<file path="src/rtl/pal_pkg.sv">
package pal_pkg;
    typedef enum logic [1:0] {
        PTR_RED = 2'd0,
        PTR_GRN = 2'd1,
        PTR_BLU = 2'd2
    } ptr_e;

    localparam logic [1:0] MODE_SEQ = 2'b00;
    localparam logic [1:0] MODE_RED = 2'b01;
    localparam logic [1:0] MODE_GRN = 2'b10;
    localparam logic [1:0] MODE_BLU = 2'b11;
    localparam int         N_COLOURS = 3;
endpackage

</file>
<file path="src/rtl/pal_ptr_fsm.sv">
module pal_ptr_fsm
    import pal_pkg::*;
#(
    parameter int AW = 4
) (
    input  logic          clk,
    input  logic          rst_n,
    input  logic          idx_wr,
    input  logic          data_acc,
    input  logic [1:0]    wr_mode,
    input  logic [AW-1:0] wr_addr,
    output ptr_e          ptr,
    output logic [AW-1:0] addr,
    output logic [1:0]    mode
);
    ptr_e          ptr_q, ptr_d;
    logic [AW-1:0] addr_q, addr_d;
    logic [1:0]    mode_q, mode_d;

    // state register
    always_ff @(posedge clk) begin
        if (!rst_n) begin
            ptr_q  <= PTR_RED;
            addr_q <= '0;
            mode_q <= MODE_SEQ;
        end else begin
            ptr_q  <= ptr_d;
            addr_q <= addr_d;
            mode_q <= mode_d;
        end
    end

    // next state: T_LOAD, T_STEP, T_HOLD
    always_comb begin
        ptr_d  = ptr_q;
        addr_d = addr_q;
        mode_d = mode_q;
        if (idx_wr) begin
            mode_d = wr_mode;
            addr_d = wr_addr;
            unique case (wr_mode)
                MODE_SEQ: ptr_d = PTR_RED;
                MODE_RED: ptr_d = PTR_RED;
                MODE_GRN: ptr_d = PTR_GRN;
                MODE_BLU: ptr_d = PTR_BLU;
            endcase
        end else if (data_acc) begin
            if (mode_q == MODE_SEQ) begin
                unique case (ptr_q)
                    PTR_RED: ptr_d = PTR_GRN;
                    PTR_GRN: ptr_d = PTR_BLU;
                    PTR_BLU: begin
                        ptr_d  = PTR_RED;
                        addr_d = addr_q + 1'b1;
                    end
                    default: ptr_d = PTR_RED;
                endcase
            end else begin
                addr_d = addr_q + 1'b1;
            end
        end
    end

    assign ptr  = ptr_q;
    assign addr = addr_q;
    assign mode = mode_q;
endmodule

</file>
<file path="src/rtl/pal_bank.sv">
module pal_bank #(
    parameter int AW = 4,
    parameter int DW = 4
) (
    input  logic          clk,
    input  logic          rst_n,
    input  logic          we,
    input  logic [AW-1:0] waddr,
    input  logic [DW-1:0] wdata,
    input  logic [AW-1:0] cpu_raddr,
    output logic [DW-1:0] cpu_rdata,
    input  logic [AW-1:0] pix_raddr,
    output logic [DW-1:0] pix_rdata
);
    localparam int DEPTH = 1 << AW;

    logic [DW-1:0] mem [DEPTH];

    always_ff @(posedge clk) begin
        if (!rst_n) begin
            for (int i = 0; i < DEPTH; i++) mem[i] <= '0;
        end else if (we) begin
            mem[waddr] <= wdata;
        end
    end

    assign cpu_rdata = mem[cpu_raddr];
    // a write in the same cycle wins over the stored value
    assign pix_rdata = (we && (waddr == pix_raddr)) ? wdata : mem[pix_raddr];
endmodule

</file>
<file path="src/rtl/pal_disp.sv">
module pal_disp #(
    parameter int DW = 4,
    parameter int PW = 16
) (
    input  logic          clk,
    input  logic          rst_n,
    input  logic          direct_mode,
    input  logic [PW-1:0] pix_direct,
    input  logic [DW-1:0] lut_red,
    input  logic [DW-1:0] lut_grn,
    input  logic [DW-1:0] lut_blu,
    output logic [DW-1:0] out_red,
    output logic [DW-1:0] out_grn,
    output logic [DW-1:0] out_blu,
    output logic [DW-1:0] out_gray
);
    localparam int RED_MSB = PW - 1;
    localparam int GRN_MSB = PW - 6;
    localparam int BLU_MSB = PW - 12;

    logic [DW-1:0] sel_red, sel_grn, sel_blu;
    logic          unused_direct;

    assign unused_direct = ^{pix_direct[RED_MSB-DW], pix_direct[GRN_MSB-DW:BLU_MSB+1],
                             pix_direct[BLU_MSB-DW:0]};

    always_comb begin
        if (direct_mode) begin
            sel_red = pix_direct[RED_MSB -: DW];
            sel_grn = pix_direct[GRN_MSB -: DW];
            sel_blu = pix_direct[BLU_MSB -: DW];
        end else begin
            sel_red = lut_red;
            sel_grn = lut_grn;
            sel_blu = lut_blu;
        end
    end

    always_ff @(posedge clk) begin
        if (!rst_n) begin
            out_red  <= '0;
            out_grn  <= '0;
            out_blu  <= '0;
            out_gray <= '0;
        end else begin
            out_red  <= sel_red;
            out_grn  <= sel_grn;
            out_blu  <= sel_blu;
            out_gray <= sel_grn;
        end
    end
endmodule

</file>
<file path="src/rtl/pal_lut_top.sv">
module pal_lut_top
    import pal_pkg::*;
#(
    parameter int AW = 4,
    parameter int DW = 4,
    parameter int CW = 8,
    parameter int PW = 16
) (
    input  logic          clk,
    input  logic          rst_n,
    input  logic          cpu_cs,
    input  logic          cpu_we,
    input  logic          cpu_sel,
    input  logic [CW-1:0] cpu_wdata,
    output logic [CW-1:0] cpu_rdata,
    input  logic [AW-1:0] pix_index,
    input  logic [PW-1:0] pix_direct,
    input  logic          direct_mode,
    output logic [DW-1:0] pix_red,
    output logic [DW-1:0] pix_grn,
    output logic [DW-1:0] pix_blu,
    output logic [DW-1:0] pix_gray
);
    logic          idx_wr, data_acc, data_wr;
    ptr_e          cur_ptr;
    logic [AW-1:0] cur_addr;
    logic [1:0]    cur_mode;
    logic [DW-1:0] bank_cpu [N_COLOURS];
    logic [DW-1:0] bank_pix [N_COLOURS];
    logic [DW-1:0] cpu_entry;
    logic          unused_wdata;

    assign idx_wr   = cpu_cs && cpu_we && !cpu_sel;
    assign data_acc = cpu_cs && cpu_sel;
    assign data_wr  = data_acc && cpu_we;
    assign unused_wdata = ^cpu_wdata[CW-1:AW+2];

    pal_ptr_fsm #(.AW(AW)) fsm_i (
        .clk      (clk),
        .rst_n    (rst_n),
        .idx_wr   (idx_wr),
        .data_acc (data_acc),
        .wr_mode  (cpu_wdata[AW+1:AW]),
        .wr_addr  (cpu_wdata[AW-1:0]),
        .ptr      (cur_ptr),
        .addr     (cur_addr),
        .mode     (cur_mode)
    );

    for (genvar c = 0; c < N_COLOURS; c++) begin : g_bank
        pal_bank #(.AW(AW), .DW(DW)) bank_i (
            .clk       (clk),
            .rst_n     (rst_n),
            .we        (data_wr && (cur_ptr == ptr_e'(c))),
            .waddr     (cur_addr),
            .wdata     (cpu_wdata[DW-1:0]),
            .cpu_raddr (cur_addr),
            .cpu_rdata (bank_cpu[c]),
            .pix_raddr (pix_index),
            .pix_rdata (bank_pix[c])
        );
    end

    always_comb begin
        unique case (cur_ptr)
            PTR_GRN: cpu_entry = bank_cpu[1];
            PTR_BLU: cpu_entry = bank_cpu[2];
            default: cpu_entry = bank_cpu[0];
        endcase
    end

    always_ff @(posedge clk) begin
        if (!rst_n) begin
            cpu_rdata <= '0;
        end else if (cpu_cs && !cpu_we) begin
            cpu_rdata <= cpu_sel ? CW'(cpu_entry) : CW'({cur_mode, cur_addr});
        end
    end

    pal_disp #(.DW(DW), .PW(PW)) disp_i (
        .clk         (clk),
        .rst_n       (rst_n),
        .direct_mode (direct_mode),
        .pix_direct  (pix_direct),
        .lut_red     (bank_pix[0]),
        .lut_grn     (bank_pix[1]),
        .lut_blu     (bank_pix[2]),
        .out_red     (pix_red),
        .out_grn     (pix_grn),
        .out_blu     (pix_blu),
        .out_gray    (pix_gray)
    );
endmodule

</file>
<file path="config.mk">
export PLATFORM = sky130hd
export DESIGN_NAME = pal_lut_top
export DESIGN_NICKNAME = d
export VERILOG_FILES = /design/src/rtl/pal_pkg.sv /design/src/rtl/pal_ptr_fsm.sv /design/src/rtl/pal_bank.sv /design/src/rtl/pal_disp.sv /design/src/rtl/pal_lut_top.sv
export SDC_FILE = /design/constraint.sdc
export NUM_CORES = 1
export LEC_CHECK = 0
export ABC_AREA = 1
export CORE_ASPECT_RATIO = 1.2
export CORE_UTILIZATION = 60
export DETAILED_ROUTE_END_ITERATION = 7
export PLACE_DENSITY_LB_ADDON = 0.08
export SKIP_CTS_REPAIR_TIMING = 1
export SLEW_MARGIN = 0
export SYNTH_ARGS = -nofsm -noshare
export SYNTH_HDL_FRONTEND = slang
export SYNTH_SLANG_ARGS = --single-unit
</file>
<file path="constraint.sdc">
create_clock -name clk -period 4.7 [get_ports clk]
set_input_delay 0.705 -clock clk [delete_from_list [all_inputs] [get_ports clk]]
set_output_delay 0.705 -clock clk [all_outputs]
set_load 0.02 [all_outputs]
</file>
# Word level (Yosys, flattened, before mapping)
# Memory sizes are Yosys's and may differ from the RTL's. A register that Yosys moved wholly into a read port is not among the register bits.
# Index checks and enable logic that the tools add are counted.
op_classes:
  add_sub_neg: 1
  n_eq_ne: 7
  mux: 42
  n_reduce_logical: 24
ops:
  columns: ["cell", "count"]
  rows:
  - ["4-bit two-way mux", 22]
  - ["1-bit two-way mux", 13]
  - ["4-bit OR reduction", 3]
  - ["1-bit logical AND", 11]
  - ["4-bit one-hot mux with 2 select lines", 1]
  - ["2-bit equality test (second input constant)", 3]
  - ["2-bit logical NOT", 3]
  - ["2-bit two-way mux", 3]
  - ["6-bit two-way mux", 1]
  - ["2-bit one-hot mux with 3 select lines", 1]
  - ["4-bit by 1-bit adder with 4-bit output (second input constant)", 1]
  - ["2-bit by 1-bit equality test with 1-bit output (second input constant)", 2]
  - ["4-bit equality test", 1]
  - ["2-bit one-hot mux with 2 select lines", 1]
  - ["2-bit AND reduction", 2]
  - ["2-bit nonzero test", 2]
  - ["3-bit by 2-bit != test with 1-bit output (second input constant)", 1]
  - ["1-bit logical NOT", 2]
  - ["2-bit OR reduction", 1]
word_totals:
  reg_bits: 28
  mem_bits_rw: 192
  input_bits: 34
  output_inout_bits: 24
  elab_cells: 84
  n_memories: 3
mem_list:
  columns: ["name", "depth", "word_bits", "read_ports", "rd_ports_with_merged_regs", "write_ports", "line", "rtl"]
  rows:
  - ["g_bank[0].bank_i.mem", 16, 4, 2, 1, 16, "pal_bank.sv:17", "logic [DW-1:0] mem [DEPTH];"]
  - ["g_bank[1].bank_i.mem", 16, 4, 2, 1, 16, "pal_bank.sv:17", null]
  - ["g_bank[2].bank_i.mem", 16, 4, 2, 1, 16, "pal_bank.sv:17", null]

# Logic depth before layout (Yosys ltp)
# Gate-level depths: netlist of the first run.
logic_depth:
  ltp_word: 8
  mapped_depth: 13
  ltp_nobuf: 11

# By module
# A second synthesis of the first run with hierarchy kept.
hier_totals:
  cells_unflattened: 1753
  area_unflattened_um2: 13302.8
by_module_without_submodules:
  columns: ["module", "instances", "cells_per_inst", "area_per_inst_um2", "seq_area_each_um2"]
  rows:
  - ["pal_bank", 3, 511, 3958.8, 1921.8]
  - ["pal_disp", 1, 79, 523.0, 240.2]
  - ["pal_lut_top", 1, 74, 455.4, 120.1]
  - ["pal_ptr_fsm", 1, 67, 447.9, 160.2]

# Worst setup path after synthesis of the first run
# OpenSTA, ideal clock, no wires.
synth_timing:
  kind: "input port to flip-flop"
  start: "in rst_n"
  end: "mem g_bank[0].bank_i.mem[15][0] (enable)"
  t_arrival_ps: 1704
  path_slack_ps: 2689
  path_stages: 6
  n_path_buf: 2
  path_cell_list: "clkbuf_1 > inv_1 > nor2_4 > buf_4 > nand2_1 > nand2_1"
synth_lines:
  columns: ["element", "line", "rtl"]
  rows:
  - ["from (decl)", "pal_lut_top.sv:10", "input logic rst_n,"]
  - ["to (decl)", "pal_bank.sv:17", null]

==> impl_metrics.yaml, run 1 <==
cts:
  clk_latency_ns: 0.52
  clockBufferDepth: 3
  htree_levels: 1
  clk_pin_slew_worst_paths_ns: 0.06
  cts-root-buf: "clkbuf_16"
  cts_buffers: 24
  cts_tree: "built"
  cts.sinks: 222
synth:
  synth_warnings: 0
  yosysSeqAreaShare: 0.5038
  ys_ff_latch: 222
  ys_types: 29
  syn_area_per_cell_um2: 7.800
  postSynthCellCount: 1620
  synth_area_um2: 12640
detailed_routing:
  avgRoutedWirePerCell_um: 19.71
  dr_total_vias: 11380
  drt_iter0_drc: 1531
  drc: 0
  drtAntennaViolNets: 0
  vias_per_cell: 6.052
  wirelength_um: 37070
  dr.pass1.iters: 6
outcome:
  status: "completed"
cells_and_area:
  syn2layout_area_growth_pct: 9.150
  final_common_cell: "nand2_1"
  fin_nets: 1643
  n_antenna_cell: 0
  drive_gt1_frac: 0.05012
  fill_cells: 1699
  final_cell_mix: "nand2_1 (379), nor2_1 (307), edfxtp_1 (192)"
timing:
  worst_slew_pin_slew_ns: 1.230
  hold_violations: 0
  final.setup_skew_ns: 0.01345
  tns_ns: 0
  slew_headroom: 0.1790
  max_freq_ghz: 0.3585
  worst_slack_ns: 1.911
  rsz0062_at_grt: "no"
  fin_crit_sh: 0.5934
  finalSetupViolCount: 0
  fin_hold_ws_ns: 0.4662
  slew_violations: 0
  fin_crit_ns: 2.789
setup_path:
  path_cells: "clkdlybuf4s50_1, inv_2, nor3_1, inv_1, nor2_4, buf_4, nand2_4, nand2_1"
  critPathTopFamily: "buffers and inverters"
  crit_type: "in -> reg"
  crit_arrival_ns: 3.00
  worstPathRequired_ns: 4.91
  r2r_setup_slack_ns: 2.01
  setup.worst_path.end_class: "register"
  crit_start: "cpu_sel"
  cp_num_buf_inv: 4
  slowest_stage: "clkdlybuf4s50_1"
  crit_end: "g_bank[2].bank_i.mem[15][1]$_SDFFCE_PN0P_"
  r2r.worst_path.cells: 9
  cp.depth: 8
  worstPathMaxFanout: 13
  critPathMaxStageDelay_ns: 0.62
  critPathLaunchType: "input port"
  rr_endpoint: "g_bank[2].bank_i.mem[15][1]$_SDFFCE_PN0P_"
  timing.rr.start: "fsm_i.ptr[0]$_SDFFE_PN0P_"
floorplanning:
  die_w_um: 134.5
  row_count: 57
  start_util: 0.6173
  core_um2: 20470
  io_pins: 58
  die-area_um2: 21650
  fp.dieH_um: 161.0
placement:
  port_buffers: 49
  preCtsSetupSlack_ns: 1.435
  hpwl_um: 23940
  gp_congestion: 0.9084
global_routing:
  grt_start_max_net_pins: 79
  track_usage: 0.3452
  antenna_found_initial: 1
  grt_pass1_vias: 10420
  grt_pass1_wl_um: 56780
  grt.overflow.total: 0
power:
  p_leak_nw: 5.782
  power.density_nw_per_um2: 351.7
  peakVddDrop_mv: 0.2950
min_path:
  hp-class: "reg -> reg"
job:
  maxCapViolations: 0
==> stage by stage <==
step	cell area, um^2	instances	power [mW]	utilization
finish	13790	1881	4.851	0.6738
CTS	13790	1881	4.840	0.6738
global route	13790	1881	5.009	0.6738
detailed placement	13010	1839	2.966	0.6355
global placement	13010	1839	2.956	0.6355
floorplan	12640	1621	2.752	-
==> worst min-delay path, delay by kind of cell (launching register included) <==
kind	cells	cell delay [ns]
AOI/OAI and AO/OA	1	0.05
DFF	1	0.31
and+or+nand+nor	1	0.06
==> kinds of logic (layout without fill, tap and decap cells) <==
logic type                 count (synthesis)  count (layout)  share of synthesized area
adders and majority gates                  9               9                   0.008912
other                                      1               2                  0.0002968
buffers and inverters                    247             242                    0.08654
xor gates and xnor gates                   3               3                   0.002080
and+or+nand+nor                          881             881                     0.2883
AOI/OAI and AO/OA                        257             257                     0.1100
DFF                                      222             222                     0.5038
==> final cells by class <==
cell class,count,area [um^2],share of cell area
Clock inverter,13,143.9,0.01043
Tap cell,265,331.6,0.02404
Clock buffer,29,640.6,0.04645
Multi-Input combinational cell,1152,5180,0.3756
Timing Repair Buffer,71,640.6,0.04645
Inverter,129,484.2,0.03511
Sequential cell,222,6371,0.4619
==> cells in the mapped netlist, drive strengths merged <==
cell type / count / area share
nand4: 1 / 0.00099
o21ai: 121 / 0.048
inv: 129 / 0.038
nor2: 312 / 0.095
buf: 65 / 0.032
xor2: 2 / 0.0014
ha: 9 / 0.0089
dfxtp: 30 / 0.048
nand2: 389 / 0.12
o22ai: 8 / 0.0040
a21oi: 89 / 0.036
xnor2: 1 / 0.00069
nor3: 2 / 0.00079
or2: 1 / 0.00050
clkbuf: 53 / 0.016
edfxtp: 192 / 0.46
o211ai: 33 / 0.020
conb: 1 / 0.00030
a31oi: 6 / 0.0030
nand3: 176 / 0.070
==> worst min-delay path by stage <==
stage                                          start                    endpoint  slack, ns  depth (start not counted)
after floorplan           fsm_i.mode[1]$_SDFFE_PN0P_  fsm_i.mode[1]$_SDFFE_PN0P_       0.45                          2
after global placement     cpu_rdata[4]$_SDFFE_PN0P_   cpu_rdata[4]$_SDFFE_PN0P_       0.46                          2
after detailed placement   cpu_rdata[4]$_SDFFE_PN0P_   cpu_rdata[4]$_SDFFE_PN0P_       0.46                          2
after CTS                  cpu_rdata[4]$_SDFFE_PN0P_   cpu_rdata[4]$_SDFFE_PN0P_       0.46                          2
after global routing       cpu_rdata[4]$_SDFFE_PN0P_   cpu_rdata[4]$_SDFFE_PN0P_       0.48                          2
final                      cpu_rdata[4]$_SDFFE_PN0P_   cpu_rdata[4]$_SDFFE_PN0P_       0.47                          2
==> registers in the layout, summed over array words and instances (netlist names), named ones only <==
signal / cells
cpu_rdata: 6
disp_i.out_blu: 4
disp_i.out_grn: 4
disp_i.out_red: 4
fsm_i.addr: 4
fsm_i.mode: 2
fsm_i.ptr: 2
g_bank.bank_i.mem: 192
==> power breakdown <==
part           switching (mW)  internal, mW  total [mW]
sequential             0.0514          2.21        2.26
clock                   0.771          1.13        1.90
combinational           0.480         0.207       0.687
total                    1.30          3.55        4.85
==> per-layer routing <==
layer  up-vias  wire length (um)  part of all wire  GRT usage
li1       5295                 -                 -          -
met1      5248             14510              0.39     0.4660
met2       718             16660              0.45     0.5320
met3       122              4019              0.11    0.06403
met4         0              1882             0.051     0.1808
met5         -                 0                 0          0
Note: power is estimated with default switching activity, not from simulation.
==> run 2: changes to the inputs <==
==> constraint.sdc (replaced) <==
create_clock -name clk -period 2.67 [get_ports clk]
set_input_delay 0.4005 -clock clk [delete_from_list [all_inputs] [get_ports clk]]
set_output_delay 0.4005 -clock clk [all_outputs]
set_load 0.02 [all_outputs]
==> run 2 against run 1 <==
Compared with the run above:
- critical path type is now reg -> reg
- clock skew down 0.00074 ns
- worst setup slack worse by 1.5 ns
- register-to-register slack worse by 1.6 ns
- flip-flop and latch count unchanged
- the run now ends with DRC left
- non-clock buffer count up 56
==> impl_metrics.yaml, run 2 (same netlist as run 1, synthesis figures left out) <==
detailed_routing:
  wirelength_um: 38250
  vias_per_cell: 5.999
  drt_iter0_drc: 1608
  dr.pass1.iters: 8
  avgRoutedWirePerCell_um: 19.74
  drtAntennaViolNets: 0
  dr_total_vias: 11630
  drc: 4
cells_and_area:
  final_common_cell: "nand2_1"
  syn2layout_area_growth_pct: 13.93
  final_cells: 1938
  drive_gt1_frac: 0.08368
  final_cell_mix: "nand2_1 (379), nor2_1 (307), edfxtp_1 (192)"
  reg_top3: "g_bank.bank_i.mem x192, cpu_rdata x6"
  fin_nets: 1699
  largest_register_ffs: 192
  fill_cells: 1642
  regMostFlops: "g_bank.bank_i.mem"
  n_antenna_cell: 0
placement:
  dp.cells: 1895
  preCtsSetupSlack_ns: 0.2932
  hpwl_um: 24440
  port_buffers: 49
  gp_congestion: 0.9181
timing:
  rsz0062_at_grt: "no"
  fin_crit_ns: 2.239
  hold_violations: 0
  fin_hold_ws_ns: 0.3699
  final.setup_skew_ns: 0.01272
  worst_slack_ns: 0.4314
  slew_headroom: 0.3973
  max_freq_ghz: 0.4467
  finalSetupViolCount: 0
  slew_violations: 0
  fin_crit_sh: 0.8384
  worst_slew_pin_slew_ns: 0.9041
  tns_ns: 0
min_path:
  hold_depth: 3
  hp-class: "in -> reg"
setup_path:
  critPathLaunchType: "register"
  worstPathRequired_ns: 3.13
  crit_arrival_ns: 2.70
  r2r.worst_path.cells: 12
  crit_type: "reg -> reg"
  setup.worst_path.end_class: "register"
  worstPathMaxFanout: 50
global_routing:
  grt.overflow.total: 0
  grt_start_max_net_pins: 85
  met3_usage: 0.06654
  grt_pass1_wl_um: 59860
  met1_usage: 0.4731
  grt_pass1_vias: 11310
  use_met2: 0.5690
  antenna_found_initial: 0
  grt-busiest-layer: "met2"
  track_usage: 0.3634
floorplanning:
  start_util: 0.6173
  die-area_um2: 21650
  core_um2: 20470
  io_pins: 58
  die_w_um: 134.5
  fp.dieH_um: 161.0
  row_count: 57
power:
  p_leak_nw: 6.097
  peakVddDrop_mv: 0.6640
  power.density_nw_per_um2: 613.9
job:
  maxCapViolations: 0
cts:
  clockBufferDepth: 3
  clk_latency_ns: 0.53
  cts_tree: "built"
  clk_pin_slew_worst_paths_ns: 0.06
  htree_levels: 1
  cts-root-buf: "clkbuf_16"
  cts_buffers: 24
  cts.sinks: 222
outcome:
  violations: "DRC"
  status: "finished, violations left"
run 2: changes by cell type in the layout (fill, tap and decap cells not counted), sizes merged:
cell	previous run	this run
buf	25	81
bufinv	3	5
clkbuf	29	26
clkinv	9	8
clkinvlp	1	4
run 2: area by class of cell:
| class | instances | area, um^2 | area share |
|---|---|---|---|
| multi-input combinational | 1152 | 5180 | 0.3598 |
| tap | 265 | 331.6 | 0.02303 |
| inverter | 129 | 484.2 | 0.03363 |
| clock buffer | 26 | 629.4 | 0.04372 |
| sequential | 222 | 6371 | 0.4426 |
| clock inverter | 17 | 214.0 | 0.01486 |
| timing repair buffer | 127 | 1186 | 0.08239 |
run 2: per-stage QoR:
| stage | power (mW) | area [um^2] | utilization |
|---|---|---|---|
| floorplan | 4.845 | 12640 | - |
| global placement | 5.252 | 13550 | 0.6621 |
| detailed placement | 5.271 | 13550 | 0.6621 |
| CTS | 8.802 | 14400 | 0.7033 |
| global route | 9.096 | 14400 | 0.7033 |
| finish | 8.838 | 14400 | 0.7033 |
run 2: routing by layer:
layer  vias to the layer above  routed length (um)
li1                       5406                   -
met4                         0                2274
met2                       849               17280
met5                         -                   0
met1                      5212               14010
met3                       160                4683
run 2: final timing paths:
path,start,to,slack [ns]
worst min-delay path,rst_n,cpu_rdata[5]$_SDFFE_PN0P_,0.37
worst max register to register,register,cpu_rdata[0]$_SDFFE_PN0P_,0.43
worst min register to register,cpu_rdata[4]$_SDFFE_PN0P_,cpu_rdata[4]$_SDFFE_PN0P_,0.47
worst max-delay path,register,cpu_rdata[0]$_SDFFE_PN0P_,0.43
run 2: where the power goes:
| group | total [mW] | internal (mW) | leakage, nW | switching (mW) |
|---|---|---|---|---|
| Combinational | 1.27 | 0.403 | 3.47 | 0.864 |
| Clock | 3.59 | 2.18 | 0.398 | 1.41 |
| Sequential | 3.98 | 3.89 | 2.23 | 0.0876 |
| Total | 8.84 | 6.47 | 6.10 | 2.36 |
run 2: critical path: stages, from the launching register on:
cell	delay (ns)
dfxtp_4	0.47
inv_2	0.11
buf_4	0.50
nand2_1	0.10
nand2_1	0.09
nand2_1	0.05
nand3_1	0.12
nand3_1	0.15
nand2_1	0.13
nand2_1	0.06
nand3_1	0.13
nand2_1	0.09
a21oi_1	0.13
